[config.mk]
export PLATFORM = sky130hd
export DESIGN_NAME = wdt_top
export DESIGN_NICKNAME = d
export VERILOG_FILES = /design/src/rtl/wdt_pkg.sv /design/src/rtl/tmr_core.sv /design/src/rtl/wdg_keyguard.sv /design/src/rtl/wdg_ctrl.sv /design/src/rtl/wdt_top.sv
export SDC_FILE = /design/constraint.sdc
export NUM_CORES = 1
export LEC_CHECK = 0
export BUFFER_PORTS_ARGS = -buffer_cell sky130_fd_sc_hd__buf_2
export CAP_MARGIN = 5
export CORE_ASPECT_RATIO = 1.2
export CORE_UTILIZATION = 30
export DETAILED_ROUTE_END_ITERATION = 8
export GPL_TIMING_DRIVEN = 0
export HOLD_SLACK_MARGIN = 0.1
export SYNTH_ARGS = -nofsm -noshare
export SYNTH_HDL_FRONTEND = slang
export SYNTH_SLANG_ARGS = --single-unit
[constraint.sdc]
create_clock -name clk -period 1.8 [get_ports clk]
set_input_delay 0.18 -clock clk [delete_from_list [all_inputs] [get_ports clk]]
set_output_delay 0.18 -clock clk [all_outputs]
set_load 0.005 [all_outputs]
[src/rtl/wdt_pkg.sv]
// Shared register offsets, bit positions and the config record for the
// watchdog and its tick timer. Assumes 4-bit byte offsets on both buses.
package wdt_pkg;
    localparam int unsigned TMR_OFS_VALUE = 0;
    localparam int unsigned TMR_OFS_STAT  = 4;
    localparam int unsigned WDG_OFS_CFG   = 0;
    localparam int unsigned WDG_OFS_STAT  = 4;
    localparam int unsigned WDG_OFS_CMD   = 8;
    localparam int unsigned WDG_OFS_KEY   = 12;

    localparam int unsigned TMR_RUN_B   = 31;
    localparam int unsigned TMR_AUTO_B  = 30;
    localparam int unsigned TMR_FLAG_B  = 30;
    localparam int unsigned CFG_IRQ_B   = 12;
    localparam int unsigned CFG_SRST_B  = 14;
    localparam int unsigned CFG_CRST_B  = 15;
    localparam int unsigned CMD_GO_B    = 0;
    localparam int unsigned CMD_STOP_B  = 1;
    localparam int unsigned ST_RUN_B    = 0;
    localparam int unsigned ST_CNT_LSB  = 4;
    localparam int unsigned ST_ARMED_B  = 8;
    localparam int unsigned ST_IRQ_B    = 12;

    typedef struct packed {
        logic [3:0] src;
        logic       irq_en;
        logic       srst_en;
        logic       crst_en;
    } wdg_cfg_t;
endpackage

[src/rtl/tmr_core.sv]
// Down-counting tick timer with reload, auto-reload and sticky expiry flag.
// Assumes CNT_W <= 29 so the count never overlaps the control bits.
// expire_o is combinational: high in the cycle whose tick ends the period.
module tmr_core
    import wdt_pkg::*;
#(
    parameter int CNT_W = 29,
    parameter int AW    = 4
) (
    input  logic          clk,
    input  logic          rst_n,
    input  logic          tick,
    input  logic          wr_en,
    input  logic [AW-1:0] addr,
    input  logic [31:0]   wdata,
    output logic [31:0]   rdata,
    output logic          expire_o
);
    logic             run_q;
    logic             auto_q;
    logic             flag_q;
    logic [CNT_W-1:0] reload_q;
    logic [CNT_W-1:0] count_q;
    logic             wr_value;
    logic             wr_stat;
    logic             unused_bits;

    assign wr_value    = wr_en && (addr == AW'(TMR_OFS_VALUE));
    assign wr_stat     = wr_en && (addr == AW'(TMR_OFS_STAT));
    assign expire_o    = tick && run_q && (count_q < CNT_W'(2));
    assign unused_bits = ^wdata;

    // Load on write, reload or stop on expiry, otherwise count ticks down.
    always_ff @(posedge clk) begin
        if (!rst_n) begin
            run_q    <= 1'b0;
            auto_q   <= 1'b0;
            reload_q <= '0;
            count_q  <= '0;
        end else if (wr_value) begin
            run_q    <= wdata[TMR_RUN_B];
            auto_q   <= wdata[TMR_AUTO_B];
            reload_q <= wdata[CNT_W-1:0];
            count_q  <= wdata[CNT_W-1:0];
        end else if (expire_o) begin
            if (auto_q) begin
                count_q <= reload_q;
            end else begin
                run_q   <= 1'b0;
                count_q <= '0;
            end
        end else if (tick && run_q) begin
            count_q <= count_q - CNT_W'(1);
        end
    end

    // Sticky expiry flag, cleared by writing one; a new expiry wins.
    always_ff @(posedge clk) begin
        if (!rst_n) begin
            flag_q <= 1'b0;
        end else if (expire_o) begin
            flag_q <= 1'b1;
        end else if (wr_stat && wdata[TMR_FLAG_B]) begin
            flag_q <= 1'b0;
        end
    end

    // Register read mux.
    always_comb begin
        rdata = '0;
        if (addr == AW'(TMR_OFS_VALUE)) begin
            rdata[TMR_RUN_B]   = run_q;
            rdata[TMR_AUTO_B]  = auto_q;
            rdata[CNT_W-1:0]   = reload_q;
        end else if (addr == AW'(TMR_OFS_STAT)) begin
            rdata[TMR_FLAG_B]  = flag_q;
            rdata[CNT_W-1:0]   = count_q;
        end
    end
endmodule

[src/rtl/wdg_keyguard.sv]
// Holds the armed state for the stop command. A key-register write arms it
// only on an exact match; any command write consumes it.
module wdg_keyguard #(
    parameter logic [15:0] KEY = 16'hC45A
) (
    input  logic        clk,
    input  logic        rst_n,
    input  logic        key_wr,
    input  logic [31:0] key_data,
    input  logic        cmd_wr,
    output logic        armed_o
);
    // Arm on matching key, disarm on mismatch or on any command.
    always_ff @(posedge clk) begin
        if (!rst_n) begin
            armed_o <= 1'b0;
        end else if (key_wr) begin
            armed_o <= (key_data == {16'h0000, KEY});
        end else if (cmd_wr) begin
            armed_o <= 1'b0;
        end
    end
endmodule

[src/rtl/wdg_ctrl.sv]
// Watchdog core: config register, start/stop commands, expiry counter,
// interrupt level and one-cycle reset pulses on the FIRE_AT-th expiry.
// Assumes expire_i is a single-cycle strobe from the tick timer.
module wdg_ctrl
    import wdt_pkg::*;
#(
    parameter int FIRE_AT = 4,
    parameter int AW      = 4,
    localparam int CW     = $clog2(FIRE_AT + 1)
) (
    input  logic          clk,
    input  logic          rst_n,
    input  logic          wr_en,
    input  logic [AW-1:0] addr,
    input  logic [31:0]   wdata,
    input  logic          expire_i,
    input  logic          armed_i,
    output logic          cmd_wr_o,
    output logic          key_wr_o,
    output logic [31:0]   rdata,
    output logic          running_o,
    output logic [CW-1:0] cnt_o,
    output logic          irq_o,
    output logic          sys_rst_o,
    output logic          ctl_rst_o
);
    wdg_cfg_t      cfg_q;
    logic          running_q;
    logic [CW-1:0] cnt_q;
    logic          irq_q;
    logic          srst_q;
    logic          crst_q;
    logic          cfg_wr;
    logic          stop_ok;
    logic          go;
    logic          fire;
    logic          unused_bits;

    assign cfg_wr      = wr_en && (addr == AW'(WDG_OFS_CFG));
    assign cmd_wr_o    = wr_en && (addr == AW'(WDG_OFS_CMD));
    assign key_wr_o    = wr_en && (addr == AW'(WDG_OFS_KEY));
    assign stop_ok     = cmd_wr_o && wdata[CMD_STOP_B] && armed_i;
    assign go          = cmd_wr_o && wdata[CMD_GO_B] && !stop_ok;
    assign fire        = running_q && expire_i && !stop_ok && !go
                         && (cnt_q == CW'(FIRE_AT - 1));
    assign unused_bits = ^wdata;

    // Config register write.
    always_ff @(posedge clk) begin
        if (!rst_n) begin
            cfg_q <= '0;
        end else if (cfg_wr) begin
            cfg_q.src     <= wdata[3:0];
            cfg_q.irq_en  <= wdata[CFG_IRQ_B];
            cfg_q.srst_en <= wdata[CFG_SRST_B];
            cfg_q.crst_en <= wdata[CFG_CRST_B];
        end
    end

    // Run state, expiry count and interrupt; stop beats start beats expiry.
    always_ff @(posedge clk) begin
        if (!rst_n) begin
            running_q <= 1'b0;
            cnt_q     <= '0;
            irq_q     <= 1'b0;
        end else if (stop_ok) begin
            running_q <= 1'b0;
            cnt_q     <= '0;
            irq_q     <= 1'b0;
        end else if (go) begin
            running_q <= 1'b1;
            cnt_q     <= '0;
            irq_q     <= 1'b0;
        end else if (running_q && expire_i) begin
            cnt_q <= cnt_q + CW'(1);
            if (cnt_q == '0 && cfg_q.irq_en) begin
                irq_q <= 1'b1;
            end
            if (fire) begin
                running_q <= 1'b0;
            end
        end
    end

    // One-cycle reset pulses on the firing expiry.
    always_ff @(posedge clk) begin
        if (!rst_n) begin
            srst_q <= 1'b0;
            crst_q <= 1'b0;
        end else begin
            srst_q <= fire && cfg_q.srst_en;
            crst_q <= fire && cfg_q.crst_en;
        end
    end

    // Register read mux.
    always_comb begin
        rdata = '0;
        if (addr == AW'(WDG_OFS_CFG)) begin
            rdata[3:0]        = cfg_q.src;
            rdata[CFG_IRQ_B]  = cfg_q.irq_en;
            rdata[CFG_SRST_B] = cfg_q.srst_en;
            rdata[CFG_CRST_B] = cfg_q.crst_en;
        end else if (addr == AW'(WDG_OFS_STAT)) begin
            rdata[ST_RUN_B]          = running_q;
            rdata[ST_CNT_LSB +: CW]  = cnt_q;
            rdata[ST_ARMED_B]        = armed_i;
            rdata[ST_IRQ_B]          = irq_q;
        end
    end

    assign running_o = running_q;
    assign cnt_o     = cnt_q;
    assign irq_o     = irq_q;
    assign sys_rst_o = srst_q;
    assign ctl_rst_o = crst_q;
endmodule

[src/rtl/wdt_top.sv]
// Top level: tick timer feeding the expiry-counting watchdog and its key
// guard. Assumes tick is already prescaled to one strobe per timer tick.
module wdt_top #(
    parameter int          CNT_W   = 29,
    parameter int          FIRE_AT = 4,
    parameter logic [15:0] KEY     = 16'hC45A
) (
    input  logic        clk,
    input  logic        rst_n,
    input  logic        tick,
    input  logic        tmr_wr_en,
    input  logic [3:0]  tmr_addr,
    input  logic [31:0] tmr_wdata,
    output logic [31:0] tmr_rdata,
    input  logic        wdg_wr_en,
    input  logic [3:0]  wdg_addr,
    input  logic [31:0] wdg_wdata,
    output logic [31:0] wdg_rdata,
    output logic        irq_o,
    output logic        sys_rst_o,
    output logic        ctl_rst_o
);
    localparam int CW = $clog2(FIRE_AT + 1);

    logic          tmr_expire;
    logic          key_armed;
    logic          cmd_wr;
    logic          key_wr;
    logic          wdg_running;
    logic [CW-1:0] wdg_cnt;

    tmr_core #(.CNT_W(CNT_W), .AW(4)) tmr_i (
        .clk      (clk),
        .rst_n    (rst_n),
        .tick     (tick),
        .wr_en    (tmr_wr_en),
        .addr     (tmr_addr),
        .wdata    (tmr_wdata),
        .rdata    (tmr_rdata),
        .expire_o (tmr_expire)
    );

    wdg_keyguard #(.KEY(KEY)) key_i (
        .clk      (clk),
        .rst_n    (rst_n),
        .key_wr   (key_wr),
        .key_data (wdg_wdata),
        .cmd_wr   (cmd_wr),
        .armed_o  (key_armed)
    );

    wdg_ctrl #(.FIRE_AT(FIRE_AT), .AW(4)) ctrl_i (
        .clk       (clk),
        .rst_n     (rst_n),
        .wr_en     (wdg_wr_en),
        .addr      (wdg_addr),
        .wdata     (wdg_wdata),
        .expire_i  (tmr_expire),
        .armed_i   (key_armed),
        .cmd_wr_o  (cmd_wr),
        .key_wr_o  (key_wr),
        .rdata     (wdg_rdata),
        .running_o (wdg_running),
        .cnt_o     (wdg_cnt),
        .irq_o     (irq_o),
        .sys_rst_o (sys_rst_o),
        .ctl_rst_o (ctl_rst_o)
    );
endmodule

==> results of run 1 <==
-- metal layers --
metal | vias to the layer above | wire length (um)
met5 | - | 0
met4 | 0 | 554
met3 | 42 | 1300
met2 | 251 | 8270
met1 | 2490 | 7270
li1 | 2532 | -
-- worst max-delay path: cells and delay by family (launching register included) --
kind                   cells  cell delay, ns
AOI/OAI and AO/OA          2            0.34
buffers and inverters      3            0.44
DFF                        1            0.37
and+or+nand+nor            4            0.81
-- cells in the mapped netlist (3+ instances only) --
| cell | number | area share (%) |
|---|---|---|
| xnor2_1 | 4 | 0.76 |
| nand4_1 | 5 | 0.68 |
| a21oi_1 | 21 | 2.3 |
| nor4b_1 | 4 | 0.76 |
| a311oi_1 | 5 | 0.95 |
| nor3_1 | 11 | 1.2 |
| or3_1 | 4 | 0.54 |
| a21boi_1 | 4 | 0.65 |
| nor3_2 | 3 | 0.65 |
| nor2_1 | 35 | 2.8 |
| nand3b_1 | 3 | 0.49 |
| clkbuf_1 | 26 | 2.1 |
| nor4_2 | 3 | 0.81 |
| o211ai_1 | 11 | 1.8 |
| a211oi_1 | 3 | 0.49 |
| a21o_1 | 6 | 0.97 |
| o21ai_1 | 12 | 1.3 |
| buf_4 | 23 | 3.7 |
| a22o_1 | 32 | 6.0 |
| a21boi_0 | 35 | 5.7 |
| buf_2 | 9 | 0.97 |
| nand2_1 | 115 | 9.3 |
| and3_1 | 4 | 0.54 |
| o21ai_0 | 31 | 3.3 |
| dfxtp_1 | 76 | 33 |
| and2_1 | 14 | 1.9 |
| xor2_1 | 9 | 1.7 |
| o21a_1 | 3 | 0.49 |
| a31oi_1 | 11 | 1.5 |
| nor4_1 | 8 | 1.1 |
| nor2b_1 | 3 | 0.41 |
| o211a_1 | 10 | 2.2 |
| inv_1 | 10 | 0.81 |
| nand3_1 | 17 | 1.8 |
| ha_1 | 4 | 1.1 |
-- layout make-up --
cell class,instances,area share (%)
clock inverters,4,0.328
multi-input cells,476,47.6
clock buffers,12,3.88
repair buffers,166,16.0
flip-flops and latches,76,22.5
inverters,10,0.547
well taps,204,3.72
plain buffers,58,5.45
-- kinds of logic after synthesis --
family / Yosys count / synth area share [%]
AOI/OAI and AO/OA: 198 / 30.1
xor gates and xnor gates: 13 / 2.46
adders and majority gates: 4 / 1.08
buffers and inverters: 69 / 7.86
DFF: 76 / 32.8
other: 1 / 0.0809
and+or+nand+nor: 239 / 25.6
-- power by group through the flow --
stage	Clock [mW]	Combinational (mW)	Sequential (mW)
6_report	1.78	0.852	1.75
2_1_floorplan	0	0.408	1.78
3_5_place_dp	0	0.623	1.79
3_3_place_gp	0	0.621	1.79
4_1_cts	1.80	0.765	1.75
5_1_grt	1.86	0.926	1.75
-- final timing paths --
path | from | endpoint | slack [ns] | depth (start not counted)
min reg2reg | ctrl_i.cfg_q[4] | ctrl_i.cfg_q[4] | 0.46 | 2
max reg2reg | tmr_i.count_q[4] | tmr_i.count_q[9] | -0.26 | 9
min | tmr_wdata[14] | tmr_i.reload_q[14] | 0.10 | 3
max | tmr_i.count_q[4] | tmr_i.count_q[9] | -0.26 | 9
-- what timing repair did --
item / 4_1_cts / 5_1_grt
gates resized for setup: 76 / 59
setup endpoints to repair: 106 / 73
endpoints found under the hold margin: 7 / 0
hold buffers: 6 / 0
cloned: 4 / 1
setup buffers: 25 / 12
pin swaps: 36 / 39
-- through the flow --
| stage | hold WS [ns] | setup slack [ns] | std cells |
|---|---|---|---|
| 2_1_floorplan | 0.317 | -0.0441 | 621 |
| 3_3_place_gp | 0.439 | -1.17 | 943 |
| 3_5_place_dp | 0.441 | -1.17 | 943 |
| 4_1_cts | 0.100 | -0.138 | 993 |
| 5_1_grt | 0.105 | -0.338 | 1006 |
| 6_report | 0.104 | -0.264 | 1006 |
-- flip-flops by register name, indices dropped and copies added, names as in the netlist, 3 cells and up --
register	cells
ctrl_i.cfg_q	7
ctrl_i.cnt_o	3
tmr_i.count_q	29
tmr_i.reload_q	29
==> out/metrics.yaml, run 1 <==
rsz0062_at_grt: "yes"
setup_ws_ns: -0.264
track_usage_pct: 21.6
power_mw: 4.38
vias: 5315
core_area_um2: 15000
leakagePower_nw: 3.09
pwr-share-clk_pct: 40.6
relSlewSlack_pct: 45.8
cts.sinks: 76
ant_nets: 0
use_met3_pct: 4.34
start_kind: "flip-flop"
die_area_um2: 15900
wl_per_cell_um: 17.3
power_switching_mw: 1.25
synth_ff_type: "dfxtp_1"
worst-slew-pin-transition_ns: 0.805
cts_tree: "built"
grt-ovfl-total: 0
final_common_cell: "buf_2"
min_period_ns: 2.06
drt_iter0_markers: 313
firstDrtPassIters: 5
fillers: 1490
max_freq_mhz: 485
diodes: 0
p_comb_share_pct: 19.5
crit_fanout: 6
final_util_pct: 45.7
fin_setup_tns_ns: -6.87
synth.distinct_cells: 54
fin_area_um2: 6870
clk_latency_ns: 0.34
clk_pin_slew_ns: 0.06
register_area_um2: 1540
hp-class: "input port to flip-flop"
use_met1_pct: 27.5
final_nets: 878
io_buffers: 118
gp_congestion: 0.869
grt_start_max_net_pins: 13
dpl.hpwl_mm: 11.8
row_count: 49
ys_seq_area_share_pct: 32.8
io_pins: 144
clk_path_buf_depth: 2
ctsHtreeMaxLevel: 3
final_cell_mix: "121 x buf_2, 97 x nand2_1, 70 x dfxtp_1"
antenna_found_initial: 0
ir_drop_mv: 0.436
place_area_um2: 5600
worstSetupPathType: "flip-flop to flip-flop"
start_util_pct: 30.8
syn_to_final_growth_pct: 48.2
slowest_stage: "dfxtp_4"
ys_ff_latch: 76
switching_share_pct: 28.6
power_density_nw_per_um2: 637
synth_edf_count: 0
vias_per_cell: 5.28
die_x_um: 115
slew_viol_final: 0
crit_path_max_incr_delay_ns: 0.37
layout-drive-gt1-share_pct: 37.0
cap_violations: 0
violations: "negative setup slack"
finalClockSkew_ns: 0.00885
busiest_layer: "met2"
path_common_cell: "buf_6"
crit_chain: "nor4_4 > buf_6 > nand4_1 > nor3_4 > buf_6 > buf_6 > nor2_1 > a311oi_1 > o21ai_1"
ys_warn_count: 0
hold_violations: 0
cts_buffers: 9
setup_viol: 37
drc: 0
wirelength_mm: 17.4
die_h_um: 138
cp-end-kind: "flip-flop"
async_flop_share_pct: 0
crit_required_ns: 2.02
finalCritPeriodShare_pct: 115
p_seq_share_pct: 40.0
grt_pass1_wl_mm: 26.4
syn_inst: 600
grt_pass1_vias: 4980
cts-root-buf: "clkbuf_16"
met2_usage_pct: 34.9
multi_input_area_um2: 3270
p_int_mw: 3.13
status: "finished, violations left"
syn_area_um2: 4630
syn_avg_cell_area_um2: 7.72
cp.arrival_ns: 2.28
No activity file was read; power rests on OpenSTA's default activity.
==> inputs of run 2 (changes only) <==
--- a/config.mk
+++ b/config.mk
@@ -8,10 +8,12 @@
 export BUFFER_PORTS_ARGS = -buffer_cell sky130_fd_sc_hd__buf_2
 export CAP_MARGIN = 5
 export CORE_ASPECT_RATIO = 1.2
-export CORE_UTILIZATION = 30
+export CORE_UTILIZATION = 47
 export DETAILED_ROUTE_END_ITERATION = 8
 export GPL_TIMING_DRIVEN = 0
 export HOLD_SLACK_MARGIN = 0.1
+export PLACE_DENSITY_LB_ADDON = 0.2
+export SETUP_SLACK_MARGIN = 0.15
 export SYNTH_ARGS = -nofsm -noshare
 export SYNTH_HDL_FRONTEND = slang
 export SYNTH_SLANG_ARGS = --single-unit
==> out/metrics.yaml, run 2 (same netlist as run 1, synthesis figures left out) <==
slowest_stage: "nor3_4"
r2r_end: "tmr_i.count_q[8]"
clk_pin_slew_ns: 0.06  # about the same
worstHoldStart: "tmr_wdata[25]"
io_pins: 144  # unchanged
start_kind: "flip-flop"
min_period_ns: 2.18  # +0.115 ns
track_usage_pct: 31.7  # +10 points
final_cell_mix: "122 x buf_2, 100 x nand2_1, 70 x dfxtp_1"
wirelength_met1_mm: 6.34  # -13%
worst-slew-pin-transition_ns: 0.853  # +0.0484 ns
die_h_um: 111  # -20%
slew_viol_final: 0  # unchanged
firstDrtPassIters: 8  # +3
max_freq_mhz: 459  # -5.3%
diodes: 0  # unchanged
path_common_cell: "buf_6"
dp.cells: 862  # -8.6%
cts.sinks: 76  # unchanged
vias_per_cell: 6.02  # +14%
min_to: "tmr_i.reload_q[25]"
drt_iter0_markers: 621  # +98%
die_area_um2: 10300  # -36%
hold_violations: 0  # unchanged
met2_length_mm: 8.31  # +0.53%
final_util_pct: 70.7  # +25 points
rr_worst_depth: 9  # unchanged
reg.largest.list: "tmr_i.count_q (29), tmr_i.reload_q (29), ctrl_i.cfg_q (7)"
grt_start_max_net_pins: 13  # unchanged
final_common_cell: "buf_2"
stdcell_count: 931  # -7.5%
antenna_found_initial: 0  # unchanged
syn_to_final_growth_pct: 45.9
setup_ws_ns: -0.379  # -0.115 ns
cts-root-buf: "clkbuf_16"
crit_chain: "nor4_4 > buf_6 > nand4_1 > nor3_4 > buf_6 > buf_8 > a21oi_1 > o22ai_1 > a21oi_2"
cts_buffers: 9  # unchanged
status: "finished, violations left"
finalClockSkew_ns: 0.00864  # -0.000205 ns
relSlewSlack_pct: 42.5  # -3.3 points
grt-ovfl-total: 0  # unchanged
hp-class: "input port to flip-flop"
rsz0062_at_grt: "yes"
cp-end-kind: "flip-flop"
finalCritPeriodShare_pct: 121  # +6.4 points
register_area_um2: 1540  # unchanged
grt_pass1_wl_mm: 25.4  # -4.1%
grt_pass1_vias: 5146  # +3.3%
hold_depth: 3  # unchanged
io_buffers: 118  # unchanged
cts_tree: "built"
wirelength_mm: 17.1  # -1.8%
top_layer: "met4"
worstSetupPathType: "flip-flop to flip-flop"
violations: "negative setup slack"
crit_required_ns: 2.04  # +0.02 ns
dpl.hpwl_mm: 10.8  # -8.1%
ir_drop_mv: 0.456  # +4.8%
row_count: 39  # -20%
cap_violations: 0  # unchanged
r2r_slack_ns: -0.38  # -0.12 ns
power_density_nw_per_um2: 667  # +4.7%
clk_path_buf_depth: 2  # unchanged
ant_nets: 0  # unchanged
core_area_um2: 9560  # -36%
crit_path_max_incr_delay_ns: 0.38  # about the same
gp_congestion: 0.899  # +3.4%
cp.arrival_ns: 2.41  # +0.13 ns
final_nets: 884  # +0.68%
setup_viol: 37  # unchanged
start_util_pct: 48.4  # +18 points
multi_input_area_um2: 3220  # -1.5%
crit_fanout: 7  # +1
die_x_um: 92.6  # -20%
met3_length_mm: 1.59  # +22%
wl_per_cell_um: 18.3  # +6.1%
leakagePower_nw: 3.12  # +0.95%
layout-drive-gt1-share_pct: 37.4  # +0.34 points
reg2reg_from: "tmr_i.count_q[3]"
drc: 0  # unchanged
ctsHtreeMaxLevel: 3  # unchanged
vias: 5606  # +5.5%
clk_latency_ns: 0.35  # about the same
fillers: 721  # -52%
## run 2: changes by cell type in the layout (fill, tap and decap cells not counted), sizes merged
cell	delta
clkinv	-1
clkbuf	+2
bufinv	+1
buf	+4
## run 2: stage by stage
step / power, mW / instance area [um^2] / TNS (ns) / hold WS, ns / worst slack [ns]
finish: 4.51 / 6760 / -8.71 / 0.0937 / -0.379
global route: 4.64 / 6760 / -11.00 / 0.103 / -0.445
CTS: 4.39 / 6440 / -3.67 / 0.100 / -0.134
detailed placement: 2.40 / 5520 / -47.87 / 0.430 / -1.10
global placement: 2.39 / 5520 / -46.47 / 0.426 / -1.06
floorplan: 2.19 / 4770 / -0.226 / 0.317 / -0.0441
## run 2: area by class of cell
class                      instances  share of cell area, %
clock inverter                     4                  0.703
buffer                            59                   5.87
timing repair buffer             171                   16.3
tap                              123                   2.28
clock buffer                      12                   3.79
inverter                          10                  0.555
multi-input combinational        476                   47.6
sequential                        76                   22.8
## run 2: worst max-delay path by stage
stage                            from                end  slack [ns]  cells past startpoint
floorplan            tmr_i.count_q[5]   tmr_i.count_q[9]       -0.04                      7
global placement          tmr_addr[1]   tmr_i.count_q[5]       -1.06                      8
detailed placement        tmr_addr[1]   tmr_i.count_q[8]       -1.10                      8
CTS                 tmr_i.count_q[18]  tmr_i.count_q[13]       -0.13                      8
global route         tmr_i.count_q[3]   tmr_i.count_q[8]       -0.44                      9
finish               tmr_i.count_q[3]   tmr_i.count_q[8]       -0.38                      9
## run 2: where the power goes
part / internal (mW) / switching (mW)
clock network: 1.15 / 0.739
registers: 1.71 / 0.0425
logic: 0.395 / 0.484
total: 3.25 / 1.27
## run 2: worst max-delay path, delay by kind of cell, from the launching register on
family / cells / cell delay (ns)
AOI/OAI and AO/OA: 3 / 0.36
buffers and inverters: 3 / 0.47
DFF: 1 / 0.35
and+or+nand+nor: 3 / 0.89
## run 2: layer usage
| layer | GRT usage (%) | vias to the layer above |
|---|---|---|
| li1 | - | 2539 |
| met1 | 37.8 | 2574 |
| met2 | 53.0 | 402 |
| met3 | 5.49 | 91 |
| met4 | 17.9 | 0 |
| met5 | 0 | - |
## run 2: timing repair
| action | in CTS | in global routing |
|---|---|---|
| endpoints found under the hold margin | 6 | 0 |
| hold buffers | 6 | 0 |
| gates resized for setup | 72 | 62 |
| gates cloned | 3 | 1 |
| setup endpoints to repair | 106 | 104 |
| pin swaps | 32 | 48 |
| buffers inserted | 31 | 12 |
